**config.mk**
```make
export PLATFORM = sky130hd
export DESIGN_NAME = pag_predictor
export DESIGN_NICKNAME = d
export VERILOG_FILES = /design/src/rtl/pag_pkg.sv /design/src/rtl/pag_tag_match.sv /design/src/rtl/pag_hist_table.sv /design/src/rtl/pag_pattern_table.sv /design/src/rtl/pag_predictor.sv
export SDC_FILE = /design/constraint.sdc
export NUM_CORES = 1
export LEC_CHECK = 0
export ABC_AREA = 1
export CORE_MARGIN = 1
export CORE_UTILIZATION = 45
export CTS_BUF_LIST = sky130_fd_sc_hd__clkbuf_16
export DETAILED_ROUTE_END_ITERATION = 8
export SETUP_SLACK_MARGIN = 0.2
export SYNTH_ARGS = -nofsm -noshare
export SYNTH_HDL_FRONTEND = slang
export SYNTH_HIERARCHICAL = 1
export SYNTH_SLANG_ARGS = --single-unit
```
**constraint.sdc**
```tcl
create_clock -name clk -period 7.95 [get_ports clk]
set_clock_uncertainty 0.1 [all_clocks]
set_input_delay 1.59 -clock clk [delete_from_list [all_inputs] [get_ports clk]]
set_output_delay 1.59 -clock clk [all_outputs]
set_load 0.02 [all_outputs]
```
**src/rtl/pag_pkg.sv**
```systemverilog
package pag_pkg;
  typedef logic [1:0] ctr_t;

  localparam ctr_t CTR_RESET = 2'b01;

  function automatic ctr_t ctr_next(input ctr_t cur, input logic taken);
    if (taken) return (cur == 2'b11) ? cur : cur + 2'b01;
    else       return (cur == 2'b00) ? cur : cur - 2'b01;
  endfunction
endpackage

```
**src/rtl/pag_tag_match.sv**
```systemverilog
module pag_tag_match #(
  parameter int SETS  = 4,
  parameter int WAYS  = 2,
  parameter int TAG_W = 10,
  parameter int K     = 4,
  parameter int IDX_W = 2,
  parameter int WAY_W = 1
) (
  input  logic [IDX_W-1:0]                      set_i,
  input  logic [TAG_W-1:0]                      tag_i,
  input  logic [SETS-1:0][WAYS-1:0]             valid_i,
  input  logic [SETS-1:0][WAYS-1:0][TAG_W-1:0]  tags_i,
  input  logic [SETS-1:0][WAYS-1:0][K-1:0]      hist_i,
  output logic [WAYS-1:0]                       hit_vec,
  output logic                                  hit,
  output logic [WAY_W-1:0]                      way,
  output logic [K-1:0]                          hist
);
  always_comb begin
    hit_vec = '0;
    way     = '0;
    hist    = '0;
    for (int w = 0; w < WAYS; w++) begin
      hit_vec[w] = valid_i[set_i][w] && (tags_i[set_i][w] == tag_i);
      if (hit_vec[w]) begin
        way  = WAY_W'(w);
        hist = hist_i[set_i][w];
      end
    end
    hit = |hit_vec;
  end
endmodule

```
**src/rtl/pag_hist_table.sv**
```systemverilog
module pag_hist_table #(
  parameter int PC_W = 12,
  parameter int SETS = 4,
  parameter int WAYS = 2,
  parameter int K    = 4
) (
  input  logic            clk,
  input  logic            rst_n,
  input  logic [PC_W-1:0] lk_pc,
  output logic            lk_hit,
  output logic [K-1:0]    lk_hist,
  input  logic            upd_en,
  input  logic [PC_W-1:0] upd_pc,
  input  logic            upd_taken,
  output logic [K-1:0]    upd_hist_old
);
  localparam int IDX_W = $clog2(SETS);
  localparam int TAG_W = PC_W - IDX_W;
  localparam int WAY_W = (WAYS > 1) ? $clog2(WAYS) : 1;

  logic [SETS-1:0][WAYS-1:0]            valid_q;
  logic [SETS-1:0][WAYS-1:0][TAG_W-1:0] tag_q;
  logic [SETS-1:0][WAYS-1:0][K-1:0]     hist_q;
  logic [SETS-1:0][WAY_W-1:0]           rr_q;

  logic [IDX_W-1:0] l_set, u_set;
  logic [WAYS-1:0]  l_vec, u_vec;
  logic [WAY_W-1:0] l_way, u_way;
  logic             u_hit;
  logic [K-1:0]     u_hist;

  assign l_set = lk_pc[IDX_W-1:0];
  assign u_set = upd_pc[IDX_W-1:0];

  pag_tag_match #(.SETS(SETS), .WAYS(WAYS), .TAG_W(TAG_W), .K(K),
                  .IDX_W(IDX_W), .WAY_W(WAY_W)) u_lk_match (
    .set_i(l_set), .tag_i(lk_pc[PC_W-1:IDX_W]), .valid_i(valid_q),
    .tags_i(tag_q), .hist_i(hist_q), .hit_vec(l_vec), .hit(lk_hit),
    .way(l_way), .hist(lk_hist)
  );

  pag_tag_match #(.SETS(SETS), .WAYS(WAYS), .TAG_W(TAG_W), .K(K),
                  .IDX_W(IDX_W), .WAY_W(WAY_W)) u_upd_match (
    .set_i(u_set), .tag_i(upd_pc[PC_W-1:IDX_W]), .valid_i(valid_q),
    .tags_i(tag_q), .hist_i(hist_q), .hit_vec(u_vec), .hit(u_hit),
    .way(u_way), .hist(u_hist)
  );

  assign upd_hist_old = u_hist;

  always_ff @(posedge clk or negedge rst_n) begin
    if (!rst_n) begin
      valid_q <= '0;
      tag_q   <= '0;
      hist_q  <= '0;
      rr_q    <= '0;
    end else if (upd_en) begin
      if (u_hit) begin
        hist_q[u_set][u_way] <= {u_hist[K-2:0], upd_taken};
      end else begin
        valid_q[u_set][rr_q[u_set]] <= 1'b1;
        tag_q[u_set][rr_q[u_set]]   <= upd_pc[PC_W-1:IDX_W];
        hist_q[u_set][rr_q[u_set]]  <= {{(K-1){1'b0}}, upd_taken};
        rr_q[u_set] <= (rr_q[u_set] == WAY_W'(WAYS-1)) ? '0 : rr_q[u_set] + 1'b1;
      end
    end
  end

  p_hit_onehot_r6: assert property (@(posedge clk) disable iff (!rst_n)
    $onehot0(l_vec) && $onehot0(u_vec));

  p_alloc_r4: assert property (@(posedge clk) disable iff (!rst_n)
    upd_en && !u_hit |=> valid_q[$past(u_set)][$past(rr_q[u_set])] &&
      hist_q[$past(u_set)][$past(rr_q[u_set])] == {{(K-1){1'b0}}, $past(upd_taken)});

  p_shift_r5: assert property (@(posedge clk) disable iff (!rst_n)
    upd_en && u_hit |=> hist_q[$past(u_set)][$past(u_way)] ==
      {$past(u_hist[K-2:0]), $past(upd_taken)});

  generate
    if (WAYS > 1) begin : g_rr_chk
      p_rr_adv_r7: assert property (@(posedge clk) disable iff (!rst_n)
        upd_en && !u_hit |=> rr_q[$past(u_set)] != $past(rr_q[u_set]));
    end
  endgenerate
endmodule

```
**src/rtl/pag_pattern_table.sv**
```systemverilog
module pag_pattern_table
  import pag_pkg::*;
#(
  parameter int K = 4
) (
  input  logic         clk,
  input  logic         rst_n,
  input  logic [K-1:0] rd_idx,
  output ctr_t         rd_ctr,
  input  logic         upd_en,
  input  logic [K-1:0] upd_idx,
  input  logic         upd_taken
);
  localparam int ENTRIES = 1 << K;

  ctr_t ctr_q [ENTRIES];

  assign rd_ctr = ctr_q[rd_idx];

  always_ff @(posedge clk or negedge rst_n) begin
    if (!rst_n) begin
      for (int i = 0; i < ENTRIES; i++) ctr_q[i] <= CTR_RESET;
    end else if (upd_en) begin
      ctr_q[upd_idx] <= ctr_next(ctr_q[upd_idx], upd_taken);
    end
  end

  p_sat_hi_r3: assert property (@(posedge clk) disable iff (!rst_n)
    upd_en && upd_taken && ctr_q[upd_idx] == 2'b11 |=> ctr_q[$past(upd_idx)] == 2'b11);

  p_sat_lo_r3: assert property (@(posedge clk) disable iff (!rst_n)
    upd_en && !upd_taken && ctr_q[upd_idx] == 2'b00 |=> ctr_q[$past(upd_idx)] == 2'b00);
endmodule

```
**src/rtl/pag_predictor.sv**
```systemverilog
module pag_predictor
  import pag_pkg::*;
#(
  parameter int PC_W = 12,
  parameter int SETS = 4,
  parameter int WAYS = 2,
  parameter int K    = 4
) (
  input  logic            clk,
  input  logic            rst_n,
  input  logic            lk_valid,
  output logic            lk_ready,
  input  logic [PC_W-1:0] lk_pc,
  output logic            rsp_valid,
  input  logic            rsp_ready,
  output logic            rsp_taken,
  output logic            rsp_hit,
  input  logic            upd_valid,
  output logic            upd_ready,
  input  logic [PC_W-1:0] upd_pc,
  input  logic            upd_taken
);
  logic         lk_fire;
  logic         lk_hit;
  logic [K-1:0] lk_hist;
  logic [K-1:0] upd_hist_old;
  ctr_t         lk_ctr;

  assign upd_ready = 1'b1;
  assign lk_ready  = !rsp_valid || rsp_ready;
  assign lk_fire   = lk_valid && lk_ready;

  pag_hist_table #(.PC_W(PC_W), .SETS(SETS), .WAYS(WAYS), .K(K)) u_hist (
    .clk(clk), .rst_n(rst_n),
    .lk_pc(lk_pc), .lk_hit(lk_hit), .lk_hist(lk_hist),
    .upd_en(upd_valid), .upd_pc(upd_pc), .upd_taken(upd_taken),
    .upd_hist_old(upd_hist_old)
  );

  pag_pattern_table #(.K(K)) u_pt (
    .clk(clk), .rst_n(rst_n),
    .rd_idx(lk_hit ? lk_hist : '0), .rd_ctr(lk_ctr),
    .upd_en(upd_valid), .upd_idx(upd_hist_old), .upd_taken(upd_taken)
  );

  always_ff @(posedge clk or negedge rst_n) begin
    if (!rst_n) begin
      rsp_valid <= 1'b0;
      rsp_taken <= 1'b0;
      rsp_hit   <= 1'b0;
    end else if (lk_fire) begin
      rsp_valid <= 1'b1;
      rsp_taken <= lk_ctr[1];
      rsp_hit   <= lk_hit;
    end else if (rsp_ready) begin
      rsp_valid <= 1'b0;
    end
  end

  p_rsp_hold_r9: assert property (@(posedge clk) disable iff (!rst_n)
    rsp_valid && !rsp_ready |=> rsp_valid && $stable(rsp_taken) && $stable(rsp_hit));

  p_fire_rsp_r9: assert property (@(posedge clk) disable iff (!rst_n)
    lk_valid && lk_ready |=> rsp_valid);
endmodule

```
Yosys cells after proc, flatten, opt, wreduce, memory -nomap -nowiden
Cells that the tools add are included.
{ "totals": {"ff_bits": 159, "latch_bits": 0, "ram_bits": 0, "romBits": 0, "in_bits": 30, "output_inout_bits": 5, "wordCells": 140, "memories": 0} }
{ "op_classes": {"addsub": 3, "mul": 0, "n_div": 0, "order_cmp": 10, "eq_ne": 5, "shift": 0, "n_mux": 59, "bitwise_logic": 4, "reduce_logical": 16} }
{ "ops": {"columns": ["cell", "n"], "rows": [
  ["32-bit bitwise mux", 3],
  ["20-bit binary-select mux with 2-bit select", 2],
  ["80-bit bitwise mux", 1],
  ["20-bit two-way mux", 3],
  ["20-bit demux with 2-bit select", 1],
  ["10-bit == test", 4],
  ["8-bit binary-select mux with 2-bit select", 2],
  ["8-bit demux with 2-bit select", 2],
  ["32-bit two-way mux", 1],
  ["8-bit two-way mux", 4],
  ["4-bit two-way mux", 7],
  ["2-bit two-way mux", 12],
  ["2-bit binary-select mux with 4-bit select", 2],
  ["10-bit demux with 1-bit select", 1],
  ["5-bit greater-or-equal comparator (second input constant)", 2],
  ["10-bit two-way mux", 1],
  ["4-bit NOT with 5-bit output", 2],
  ["1-bit logical AND", 9],
  ["2-bit binary-select mux with 2-bit select", 2],
  ["2-bit demux with 4-bit select", 1],
  ["4-bit demux with 1-bit select", 2],
  ["8-bit OR", 1],
  ["1-bit two-way mux", 7],
  ["2-bit by 3-bit < comparator with 1-bit output (second input constant)", 2],
  ["20 further kinds", 23]
]} }

Longest topological paths before layout
Gate-level depths: netlist of run 1.
{ "logic_depth": {"word_depth": 15, "mapped_depth": 30, "mapped_depth_nobuf": 26} }

By module
Netlist of run 1, hierarchy kept.
{ "modules_own_cells": {"columns": ["mod", "n_inst", "cells_each", "area_per_inst_um2", "seq_area_each_um2"], "rows": [
  ["pag_hist_table", 1, 515, 4878.4, 3103.0],
  ["pag_tag_match", 2, 318, 1470.2, 0.0],
  ["pag_pattern_table", 1, 332, 2068.2, 820.8],
  ["pag_predictor", 1, 23, 171.4, 75.1]
]} }

Worst setup path after synthesis of run 1
No wires, ideal clock.
{ "synth_timing": {"path_type": "input to register", "startpoint": "in upd_pc[0]", "endpoint": "reg u_pt/ctr_q[19] (netlist name)", "setup_time_ns": 0.116, "t_arrival_ns": 3.823, "required_time_ns": 7.734, "slack_ns": 3.911, "path_stages": 27, "n_path_buf": 4, "cell_sequence": "buf_4 -> buf_2 -> nand2_1 -> nand3_1 -> nand2_1 -> xor2_1 -> nand2_1 -> nor2_4 -> nand3_2 -> nand2_1 -> nand2_1 -> inv_1 -> inv_2 -> buf_6 -> nand2_1 -> nand2_1 -> nand2_1 -> nand2_1 -> nand2_1 -> nand2_1 -> nor2_1 -> nand2_1 -> nand2_1 -> nand2_2 -> buf_4 -> nand2_1 -> nand2_1"} }
{ "synth_via": {"elab_chain_cells": 15, "elab_cells_between_ends": 30, "classes_between": "2 x add/sub; 2 x order compare; 3 x eq/ne; 18 x mux; 1 x bitwise; 4 x reduce/logical"} }
{ "synth_lines": {"columns": ["element", "line", "text"], "rows": [
  ["start: declaration", "pag_predictor.sv:20", "input logic [PC_W-1:0] upd_pc,"],
  ["20-bit binary-select mux with 2-bit select", "pag_tag_match.sv:24", "hit_vec[w] = valid_i[set_i][w] && (tags_i[set_i][w] == tag_i);"],
  ["20-bit two-way mux (not written as such)", "pag_tag_match.sv:24", null],
  ["10-bit == test", "pag_tag_match.sv:24", null],
  ["1-bit logical AND", "pag_tag_match.sv:24", null],
  ["4-bit two-way mux", "pag_tag_match.sv:25", "if (hit_vec[w]) begin"],
  ["4-bit two-way mux (*)", "pag_tag_match.sv:25", null],
  ["named net upd_hist_old[0]", "pag_predictor.sv:26", "logic [K-1:0] upd_hist_old;"],
  ["4-bit NOT with 5-bit output (not written as such) (*)", "pag_pattern_table.sv:24", "ctr_q[upd_idx] <= ctr_next(ctr_q[upd_idx], upd_taken);"],
  ["2-bit binary-select mux with 4-bit select", "pag_pattern_table.sv:24", null],
  ["2-bit two-way mux (not written as such) (2 in series)", "pag_pattern_table.sv:24", null],
  ["2-bit by 1-bit subtractor with 2-bit output (tied with other cells)", "pag_pkg.sv:8", "else return (cur == 2'b00) ? cur : cur - 2'b01;"],
  ["2-bit two-way mux, on equally long branches", "pag_pkg.sv:8, pag_pkg.sv:7", null],
  ["2-bit two-way mux", "pag_pkg.sv:7", "if (taken) return (cur == 2'b11) ? cur : cur + 2'b01;"],
  ["2-bit two-way mux", "pag_pattern_table.sv:23", "end else if (upd_en) begin"],
  ["32-bit bitwise mux (*)", "pag_pattern_table.sv:24", null],
  ["end signal: indexed assignment", "pag_pattern_table.sv:24", null],
  ["end: declaration", "pag_pattern_table.sv:16", "ctr_t ctr_q [ENTRIES];"]
]} }
The timed path passes the listed nets; every way through them passes the cells marked *. The select of a mux whose other input is x is not followed.
A chain may end at the register's enable or synchronous reset.

Final worst setup path of run 1
{ "layout_timing": {"startpoint": "in upd_pc[0]", "endpoint": "reg u_pt/ctr_q[4] (netlist name)"} }
The elaborated chain is that of the path after synthesis.

==> results of run 1 <==
-- final cells by class --
type                    count  area, sq um  share of cell area (%)
flip-flops and latches    159         4000                    37.3
clock buffers              17          425                    3.97
repair buffers             38          354                    3.31
inverters                 129          492                    4.59
multi-input cells        1124         4990                    46.6
clock inverters            15          110                    1.03
well taps                 275          344                    3.21
-- metal layers --
metal | wire length, um | GRT usage [%]
met5 | 0 | 0
met4 | 435 | 7.42
met3 | 2330 | 6.36
met2 | 13200 | 41.5
met1 | 14400 | 41.8
-- registers in the layout (all words and copies together) (netlist names) --
name            count
rsp_hit             1
u_hist/hist_q      32
u_hist/tag_q       80
u_hist/rr_q         4
rsp_valid           1
rsp_taken           1
u_pt/ctr_q         32
u_hist/valid_q      8
-- stage by stage --
step | std cells | instance area, sq um | hold slack (ns) | utilization, %
floorplan | 1478 | 9910 | 0.346 | -
global route | 1757 | 10700 | 0.386 | 50.3
detailed placement | 1725 | 10200 | 0.357 | 47.8
global placement | 1725 | 10200 | 0.353 | 47.8
finish | 1757 | 10700 | 0.367 | 50.3
CTS | 1757 | 10700 | 0.368 | 50.3
-- power breakdown --
group	total (mW)	internal [mW]	switching, mW
logic	0.601	0.215	0.386
registers	1.11	0.974	0.140
clock network	0.774	0.404	0.371
total	2.49	1.59	0.897
-- worst max-delay path by stage --
stage,from,to,slack [ns],cells after the start
CTS,upd_pc[0],u_pt/ctr_q[4]$_DFFE_PN1P_,2.45,24
global placement,upd_pc[0],u_pt/ctr_q[12]$_DFFE_PN1P_,2.07,24
global route,upd_pc[0],u_pt/ctr_q[4]$_DFFE_PN1P_,1.88,25
floorplan,upd_pc[0],u_pt/ctr_q[19]$_DFFE_PN0P_,3.91,27
detailed placement,upd_pc[0],u_pt/ctr_q[4]$_DFFE_PN1P_,2.02,24
finish,upd_pc[0],u_pt/ctr_q[4]$_DFFE_PN1P_,2.42,25
-- layout by cell type, fill, tap and decap left out, types with 4 or more instances in the layout --
cell type	n
buf_4	5
clkbuf_16	17
clkdlybuf4s50_1	29
clkinv_2	4
dfrtp_1	143
dfstp_2	16
inv_1	112
inv_2	14
inv_6	5
nand2_1	623
nand2_2	6
nand3_1	155
nand3_2	12
nand3b_1	8
nor2_1	101
nor2_2	10
nor2_4	4
o21ai_0	113
o21ai_1	42
o22ai_1	17
xor2_1	16
-- worst max-delay path, cell delays in order --
cell and delay, ns:
buf_2 0.58, buf_4 0.48, nand2_1 0.08, nand2_1 0.08, nand2_1 0.06, o21ai_1 0.17, nand2_1 0.10, nor2_1 0.11
nand2_1 0.07, nor2_2 0.18, nand3_1 0.10, nand2_1 0.07, nand2_1 0.05, inv_1 0.51, inv_2 0.27, nor2_1 0.18
nand2_1 0.07, nand3_1 0.08, nand2_1 0.05, nand2_1 0.07, inv_1 0.04, nand2_1 0.07, nand2_1 0.36, nand3_1 0.25
nand2_1 0.07
==> flow_summary_export.csv, run 1 <==
group,metric,value,unit
floorplan,die_y,150,um
yosys,synth_fp_nets,1508,
sta,grt_setup_unrepaired,"no",
sta,post_layout_min_period,5.53,ns
clock_tree,cts_made_buffers,17,
power,power_total,2.49,mW
clock_tree,master_cell_of_the_clock_root_buffer,"clkbuf_16",
worst_setup_path,timing.critical_path.required,8.20,ns
worst_hold_path,hold_path_depth,2,
drt,drtIter0Drc,900,
worst_setup_path,criticalPathCategory,"in2reg",
sta,min_period_over_period,69.6,%
cells_and_area,syn_to_final_growth,8.04,%
power,total_leakage_power,5.48,nW
clock_tree,clock_insertion_delay_at_the_later_pin_of_the_skew_report,0.43,ns
worst_setup_path,startpoint_type,"primary input",
drt,detail_route.wl_per_cell,17.3,um
worst_setup_path,r2r_setup_slack,4.31,ns
clock_tree,cts_num_sinks,159,
global_route,grtUsageTotal,28.4,%
sta,final-setup-viol-count,0,
drt,detail_route.first_pass.iterations,5,
floorplan,floorplan.die.width,150,um
yosys,postSynthAreaPerCell,6.71,sq um
drt,drc,0,
cells_and_area,insertedDiodeCount,0,
clock_tree,cts-resized-gates,0,
worst_setup_path,worstReg2RegStart,"u_hist/tag_q[34]$_DFFE_PN0P_",
clock_tree,cts_hold_buffers,0,
sta,setup_slack,2.42,ns
placed_design,detailedPlacementHpwl,20.3,mm
drt,vias_per_cell,5.41,
placed_design,dp_slack,2.02,ns
global_route,global_route_wire_length_before_repair,48.5,mm
sta,totalNegativeSetupSlack,0,ns
placed_design,place_congestion,0.870,
worst_setup_path,r2r_end,"u_pt/ctr_q[4]$_DFFE_PN1P_",
power,peakVddDrop,0.000136,V
clock_tree,clockBufferDepth,2,
clock_tree,cts.clk_slew.worst_paths,0.07,ns
sta,timing.fmax,0.181,GHz
drt,ant_nets,0,
sta,max_slew.worst_pin.slew,1.18,ns
floorplan,rows,53,
global_route,antenna_found_initial,0,
global_route,number_of_global_route_vias_before_repair,8615,
cells_and_area,fillers,2143,
sta,timing.final.max_slew_violations,0,
worst_setup_path,rr_worst_depth,21,
yosys,synth.yosys.warnings,6,
clock_tree,htree_num_levels,4,
yosys,post_synth_instance_area,0.00991,sq mm
placed_design,buffer_ports.inserted,33,
yosys,syn_inst_count,1478,
worst_setup_path,critical_path.max_fanout,37,
worst_setup_path,worstSetupEndpointType,"register",
floorplan,pin_count,35,
sta,final_hold_viol_count,0,
global_route,maximum_number_of_pins_on_one_net_before_global_route_repair,96,
worst_hold_path,worst_hold_path_type,"reg2reg",
clock_tree,tritoncts,"done",
drt,vias,9510,
worst_setup_path,worst_ep_arrival_time,5.79,ns
cells_and_area,final_layout_size_suffix_gt1_share,7.56,%
flow_run,cap_viol_max_count,0,
floorplan,floorplan.initialDensity,46.6,%
floorplan,die_area,0.0226,sq mm
worst_hold_path,hold_path_end,"u_pt/ctr_q[30]$_DFFE_PN1P_",
cells_and_area,nNetsFinal,1499,
worst_hold_path,hold_path.startpoint,"u_pt/ctr_q[30]$_DFFE_PN1P_",
floorplan,design.core.area,0.0213,sq mm
global_route,global_route.overflow_total,0,
power,power.density,232,mW/mm^2
clock_tree,post_cts_buffers,0,
drt,detail_route.wirelength,30.4,mm
sta,slew-limit-headroom,21.1,%
status,run_status,"complete, no violations",
Power figures use the tool's default switching activity.
==> run 2: changes to the inputs <==
==> constraint.sdc (replaced) <==
create_clock -name clk -period 5 [get_ports clk]
set_clock_uncertainty 0.1 [all_clocks]
set_input_delay 1 -clock clk [delete_from_list [all_inputs] [get_ports clk]]
set_output_delay 1 -clock clk [all_outputs]
set_load 0.02 [all_outputs]
==> run 2 against run 1 <==
Against the previous run: sequential power rose by 60%; total power rose by 60%; via count fell by 0.32%; largest cell class unchanged; die area did not move; sequential share of layout area fell by 0.52 points; combinational power rose by 62%; final area rose by 1.4%; worst setup slack got worse by 1.6 ns; highest routed layer is now met5; worst hold slack improved by 0.0043 ns; routed wire length rose by 0.15%; cell count rose by 1.0%.
==> flow_summary_export.csv, run 2 (synthesized netlist as in run 1, its figures left out) <==
group,metric,value,unit
status,run_status,"complete, no violations",
cells_and_area,most_frequent_standard_cell_in_the_layout_excluding_fill_and_tap_cells,"nand2_1",
sta,slew-limit-headroom,38.7,%
drt,detail_route.wl_per_cell,17.1,um
flow_run,cap_viol_max_count,0,
worst_setup_path,cp_slowest_stage_delay,0.46,ns
worst_setup_path,crit_path_launch,"upd_pc[0]",
sta,max_slew.worst_pin.slew,0.920,ns
worst_setup_path,path_depth,23,
drt,detail_route.wirelength,30.4,mm
sta,final_hold_viol_count,0,
floorplan,pin_count,35,
cells_and_area,syn_to_final_growth,9.55,%
cells_and_area,final_layout_size_suffix_gt1_share,8.53,%
cells_and_area,top_register_by_number_of_flip_flops,"u_hist/tag_q",
global_route,antenna_found_initial,1,
worst_setup_path,worstReg2RegStart,"u_hist/tag_q[32]$_DFFE_PN0P_",
worst_setup_path,r2r_end,"u_pt/ctr_q[24]$_DFFE_PN1P_",
power,total_leakage_power,5.57,nW
worst_setup_path,r2r_setup_slack,1.53,ns
cells_and_area,insertedDiodeCount,0,
worst_setup_path,cp_num_buf_inv,5,
worst_hold_path,hold_path_depth,2,
cells_and_area,largest_register_ffs,80,
floorplan,design.core.area,0.0213,sq mm
placed_design,buffer_ports.inserted,33,
clock_tree,cts_hold_buffers,0,
worst_setup_path,critical_path.cell_chain,"buf_2 -> inv_4 -> buf_4 -> nand2_1 -> nand3_1 -> nand2_1 -> xor2_1 -> nand2_1 -> nor2_4 -> nand3_2 -> nand2_1 -> nand2_1 -> inv_1 -> inv_1 -> nand2_1 -> nand2_1 -> nand2_1 -> nand2_1 -> nor2_1 -> nand2_1 -> nand2_1 -> nand3_1 -> nand2_1",
worst_setup_path,criticalPathCategory,"in2reg",
global_route,global_route_wire_length_before_repair,48.7,mm
clock_tree,cts.clk_slew.worst_paths,0.07,ns
clock_tree,clock_insertion_delay_at_the_later_pin_of_the_skew_report,0.43,ns
power,power.density,366,mW/mm^2
sta,timing.fmax,0.237,GHz
drt,highest_layer,"met5",
sta,final-setup-viol-count,0,
drt,drc,0,
placed_design,placed_cells,1743,
sta,timing.final.max_slew_violations,0,
clock_tree,htree_num_levels,4,
clock_tree,post_cts_buffers,0,
placed_design,place_congestion,0.878,
cells_and_area,nNetsFinal,1517,
clock_tree,master_cell_of_the_clock_root_buffer,"clkbuf_16",
global_route,global_route.overflow_total,0,
worst_setup_path,critPathMostFrequentCell,"nand2_1",
worst_hold_path,hold_path.startpoint,"u_pt/ctr_q[18]$_DFFE_PN1P_",
global_route,number_of_global_route_vias_before_repair,8680,
power,peakVddDrop,0.000240,V
worst_hold_path,hold_path_end,"u_pt/ctr_q[18]$_DFFE_PN1P_",
cells_and_area,mostFrequentLayoutCells,"nand2_1, nand3_1, dfrtp_1",
worst_setup_path,standard_cell_with_the_maximum_stage_delay_on_the_critical_path,"nand2_1",
global_route,grtUsageTotal,28.4,%
clock_tree,cts_made_buffers,17,
floorplan,die_area,0.0226,sq mm
worst_setup_path,critical_path.max_fanout,19,
worst_setup_path,worst_ep_arrival_time,4.48,ns
floorplan,floorplan.initialDensity,46.6,%
worst_setup_path,rr_worst_depth,20,
cells_and_area,layout.cells.non_filler,1775,
clock_tree,cts_num_sinks,159,
sta,post_layout_min_period,4.21,ns
floorplan,rows,53,
drt,drtIter0Drc,941,
drt,ant_nets,0,
worst_hold_path,worst_hold_path_type,"reg2reg",
sta,totalNegativeSetupSlack,0,ns
cells_and_area,reg_top3,"u_hist/tag_q x80, u_hist/hist_q x32, u_pt/ctr_q x32",
placed_design,placement.cell_area,0.0103,sq mm
cells_and_area,stdcell_area,0.0109,sq mm
cells_and_area,postLayoutCoreUtil,51.0,%
sta,min_period_over_period,84.2,%
drt,vias,9480,
cells_and_area,fillers,2154,
clock_tree,clockBufferDepth,2,
worst_setup_path,startpoint_type,"primary input",
drt,wirelength_met1,14.2,mm
drt,dr_wl_met2,13.5,mm
drt,routed-wl-met3,2.28,mm
floorplan,floorplan.die.width,150,um
worst_setup_path,timing.critical_path.required,5.27,ns
global_route,maximum_number_of_pins_on_one_net_before_global_route_repair,98,
worst_setup_path,worstSetupEndpointType,"register",
clock_tree,tritoncts,"done",
floorplan,die_y,150,um
drt,vias_per_cell,5.34,
clock_tree,cts-resized-gates,0,
placed_design,detailedPlacementHpwl,21.0,mm
drt,detail_route.first_pass.iterations,6,
sta,grt_setup_unrepaired,"no",
worst_setup_path,cpLargestDelayFamily,"simple AND/OR/NAND/NOR gates",
run 2: cell count changes in the layout (fill, tap and decap cells not counted), sizes merged:
cell    change
inv         -1
clkinv      +1
buf        +18
run 2: layout make-up:
class | instances | area [sq um] | area share, %
clock buffers | 17 | 425 | 3.92
clock inverters | 15 | 113 | 1.04
inverters | 129 | 492 | 4.53
multi-input cells | 1124 | 4990 | 45.9
flip-flops and latches | 159 | 4000 | 36.8
well taps | 275 | 344 | 3.17
repair buffers | 56 | 502 | 4.62
run 2: power breakdown:
group	total (mW)	switching, mW	leakage (nW)	internal (mW)
clock network	1.22	0.582	0.257	0.640
registers	1.78	0.230	1.98	1.55
logic	0.972	0.618	3.33	0.353
run 2: stage by stage:
step / setup slack, ns / hold WS (ns) / total power, mW
2_1_floorplan: 1.55 / 0.346 / 2.45
3_3_place_gp: 0.382 / 0.355 / 2.74
3_5_place_dp: 0.392 / 0.360 / 2.75
4_1_cts: 0.828 / 0.371 / 3.98
5_1_grt: 0.386 / 0.385 / 4.23
6_report: 0.789 / 0.371 / 3.97
run 2: worst max-delay path by stage:
stage | end | slack, ns
final | u_pt/ctr_q[24]$_DFFE_PN1P_ | 0.79
after global routing | u_pt/ctr_q[6]$_DFFE_PN1P_ | 0.39
after global placement | u_pt/ctr_q[0]$_DFFE_PN1P_ | 0.38
after CTS | u_pt/ctr_q[8]$_DFFE_PN1P_ | 0.83
after detailed placement | u_pt/ctr_q[8]$_DFFE_PN1P_ | 0.39
after floorplan | u_pt/ctr_q[19]$_DFFE_PN0P_ | 1.55
run 2: worst min-delay path: cells and delay by family, from the launching register on:
family        cells  cell delay (ns)
flops             1             0.37
simple gates      2             0.10
run 2: metal layers:
| metal | track usage, % | up-vias |
|---|---|---|
| met5 | 0 | - |
| met4 | 7.17 | 2 |
| met3 | 5.52 | 43 |
| met2 | 42.6 | 355 |
| met1 | 41.7 | 4402 |
| li1 | - | 4678 |
==> run 3: changes to the inputs <==
==> constraint.sdc (replaced) <==
create_clock -name clk -period 3.7 [get_ports clk]
set_clock_uncertainty 0.1 [all_clocks]
set_input_delay 0.74 -clock clk [delete_from_list [all_inputs] [get_ports clk]]
set_output_delay 0.74 -clock clk [all_outputs]
set_load 0.02 [all_outputs]
==> run 3 against run 2 <==
Against the previous run: combinational power rose by 43%; core utilization increased by 2.3 points; worst hold slack worse by 0.22 ns; via count rose by 1.7%; worst setup slack lost 0.37 ns; count of clock-buffer cells in the layout is 2 higher; routed wire length rose by 2.6%; final area up 4.5%; sequential power grew 35%; largest power group unchanged; highest routed layer unchanged.
==> flow_summary_export.csv, run 3 (synthesized netlist as in run 1, its figures left out) <==
group,metric,value,unit
cells_and_area,top_register_by_number_of_flip_flops,"u_hist/tag_q",
drt,vias_per_cell,5.31,
drt,drc,0,
cells_and_area,syn_to_final_growth,14.5,%
power,power.density,489,mW/mm^2
cells_and_area,footprint_of_the_multi_input_gates,0.00501,sq mm
placed_design,place_congestion,0.884,
sta,grt_setup_unrepaired,"no",
global_route,groute.layer.met1.usage,42.5,%
worst_setup_path,timing.critical_path.required,3.98,ns
sta,final-setup-viol-count,0,
sta,final_hold_viol_count,0,
global_route,grt_util_met3,5.58,%
drt,detail_route.wirelength,31.2,mm
placed_design,detailedPlacementHpwl,22.3,mm
global_route,global_route.overflow_total,0,
sta,timing.final.max_slew_violations,0,
worst_setup_path,criticalPathCategory,"in2reg",
flow_run,cap_viol_max_count,0,
sta,max_slew.worst_pin.slew,0.579,ns
floorplan,pin_count,35,
cells_and_area,final_layout_size_suffix_gt1_share,11.2,%
cells_and_area,seq_area,0.00400,sq mm
worst_setup_path,critPathMostFrequentCell,"nand2_1",
clock_tree,cts-resized-gates,0,
floorplan,die_area,0.0226,sq mm
global_route,grtUsageTotal,29.1,%
drt,detail_route.first_pass.iterations,6,
status,run_status,"complete, no violations",
cells_and_area,reg_top3,"u_hist/tag_q x80, u_hist/hist_q x32, u_pt/ctr_q x32",
cells_and_area,postLayoutCoreUtil,53.3,%
clock_tree,post_cts_buffers,0,
clock_tree,clockBufferDepth,2,
worst_setup_path,cpLargestDelayFamily,"buffers and inverters",
floorplan,floorplan.initialDensity,46.6,%
cells_and_area,nNetsFinal,1557,
sta,slew-limit-headroom,61.4,%
floorplan,floorplan.die.width,150,um
drt,detail_route.wl_per_cell,17.2,um
worst_setup_path,worstSetupEndpointType,"register",
cells_and_area,largest_register_ffs,80,
sta,post_layout_min_period,3.28,ns
worst_setup_path,standard_cell_with_the_maximum_stage_delay_on_the_critical_path,"clkdlybuf4s50_1",
global_route,global_route_wire_length_before_repair,49.5,mm
sta,min_period_over_period,88.6,%
global_route,grt.busiest_layer,"met2",
cells_and_area,mostFrequentLayoutCells,"nand2_1, nand3_1, dfrtp_1",
clock_tree,cts_num_sinks,159,
floorplan,rows,53,
worst_setup_path,critical_path.cell_chain,"clkdlybuf4s50_1 -> buf_12 -> o21ai_0 -> o21ai_2 -> nand2_1 -> nor2_1 -> nand2_1 -> nor2_1 -> buf_4 -> nand3_1 -> nand2_1 -> inv_1 -> nand2_1 -> inv_1 -> inv_1 -> o21ai_0 -> o221ai_1 -> nand3_1 -> nand2_1 -> nand3_1 -> nand2_1",
worst_setup_path,cp_num_buf_inv,6,
placed_design,buffer_ports.inserted,33,
global_route,number_of_global_route_vias_before_repair,8734,
cells_and_area,fillers,2129,
power,total_leakage_power,5.84,nW
sta,timing.fmax,0.305,GHz
cells_and_area,insertedDiodeCount,0,
power,peakVddDrop,0.000314,V
clock_tree,master_cell_of_the_clock_root_buffer,"clkbuf_16",
worst_setup_path,critical_path.max_fanout,31,
floorplan,design.core.area,0.0213,sq mm
clock_tree,cts_hold_buffers,0,
global_route,maximum_number_of_pins_on_one_net_before_global_route_repair,59,
clock_tree,tritoncts,"done",
drt,vias,9638,
worst_setup_path,worst_ep_arrival_time,3.55,ns
global_route,groute.layer.met2.usage,43.8,%
clock_tree,cts_made_buffers,17,
drt,drtIter0Drc,973,
clock_tree,cts.clk_slew.worst_paths,0.07,ns
sta,totalNegativeSetupSlack,0,ns
worst_setup_path,startpoint_type,"primary input",
floorplan,die_y,150,um
clock_tree,htree_num_levels,4,
cells_and_area,most_frequent_standard_cell_in_the_layout_excluding_fill_and_tap_cells,"nand2_1",
global_route,antenna_found_initial,1,
worst_setup_path,cp_slowest_stage_delay,0.54,ns
drt,ant_nets,0,
clock_tree,clock_insertion_delay_at_the_later_pin_of_the_skew_report,0.44,ns
worst_hold_path,worst_hold_path_type,"in2async",
## run 3: area by class of cell
cell class	instances	area share, %
timing repair buffer	96	8.17
clock inverter	13	0.871
inverter	129	4.38
tap	275	3.03
multi-input combinational	1124	44.1
clock buffer	19	4.19
sequential	159	35.2
## run 3: report_power, final
| part | switching, mW | leakage [nW] | internal, mW | total [mW] |
|---|---|---|---|---|
| registers | 0.317 | 1.98 | 2.09 | 2.41 |
| clock network | 0.801 | 0.283 | 0.950 | 1.75 |
| logic | 0.864 | 3.57 | 0.531 | 1.39 |
| total | 1.98 | 5.84 | 3.57 | 5.56 |
## run 3: per-stage QoR
| step | instances | power, mW | area, sq um | setup slack, ns | hold WS (ns) |
|---|---|---|---|---|---|
| 6_report | 1815 | 5.56 | 11300 | 0.423 | 0.147 |
| 5_1_grt | 1815 | 5.89 | 11300 | 0.210 | 0.188 |
| 4_1_cts | 1815 | 5.56 | 11300 | 0.333 | 0.173 |
| 3_5_place_dp | 1783 | 3.80 | 10700 | -0.107 | 0.359 |
| 3_3_place_gp | 1783 | 3.77 | 10700 | -0.0597 | 0.359 |
| 2_1_floorplan | 1478 | 3.31 | 9910 | 0.511 | 0.344 |
## run 3: path summary, 6_finish.rpt
kind | startpoint | to | slack (ns) | depth (start not counted)
worst max register to register | u_hist/tag_q[44]$_DFFE_PN0P_ | u_pt/ctr_q[3]$_DFFE_PN0P_ | 0.87 | 22
worst max-delay path | lk_pc[1] | rsp_taken$_DFFE_PN0P_ | 0.42 | 21
min in group clk | u_pt/ctr_q[18]$_DFFE_PN1P_ | u_pt/ctr_q[18]$_DFFE_PN1P_ | 0.37 | 2
max in group asynchronous | rst_n | u_pt/ctr_q[2]$_DFFE_PN1P_ | 2.42 | 2
worst min register to register | u_pt/ctr_q[18]$_DFFE_PN1P_ | u_pt/ctr_q[18]$_DFFE_PN1P_ | 0.37 | 2
worst min-delay path | rst_n | u_hist/tag_q[74]$_DFFE_PN0P_ | 0.15 | 1
## run 3: worst register-to-register path, cell delays in order (launching register included)
cell      delay [ns]
dfrtp_1         0.42
nand2_1         0.10
nand3_1         0.09
nand3b_1        0.16
nand2_1         0.08
nor2_1          0.11
nand2_1         0.10
nor2_4          0.16
nand3_1         0.09
nand2_1         0.07
nand2_1         0.05
inv_1           0.14
inv_1           0.17
nand2_1         0.11
nand2_1         0.06
nand2_1         0.05
nand2_1         0.06
nor2_1          0.13
nand2_1         0.07
nand2_1         0.10
nand2_4         0.15
nand2_1         0.10
nand2_1         0.05
## run 3: routing by layer
metal / vias to the layer above / wire length [um]
met5: - / 14
met4: 2 / 478
met3: 40 / 2210
met2: 318 / 13700
met1: 4506 / 14900
li1: 4772 / -
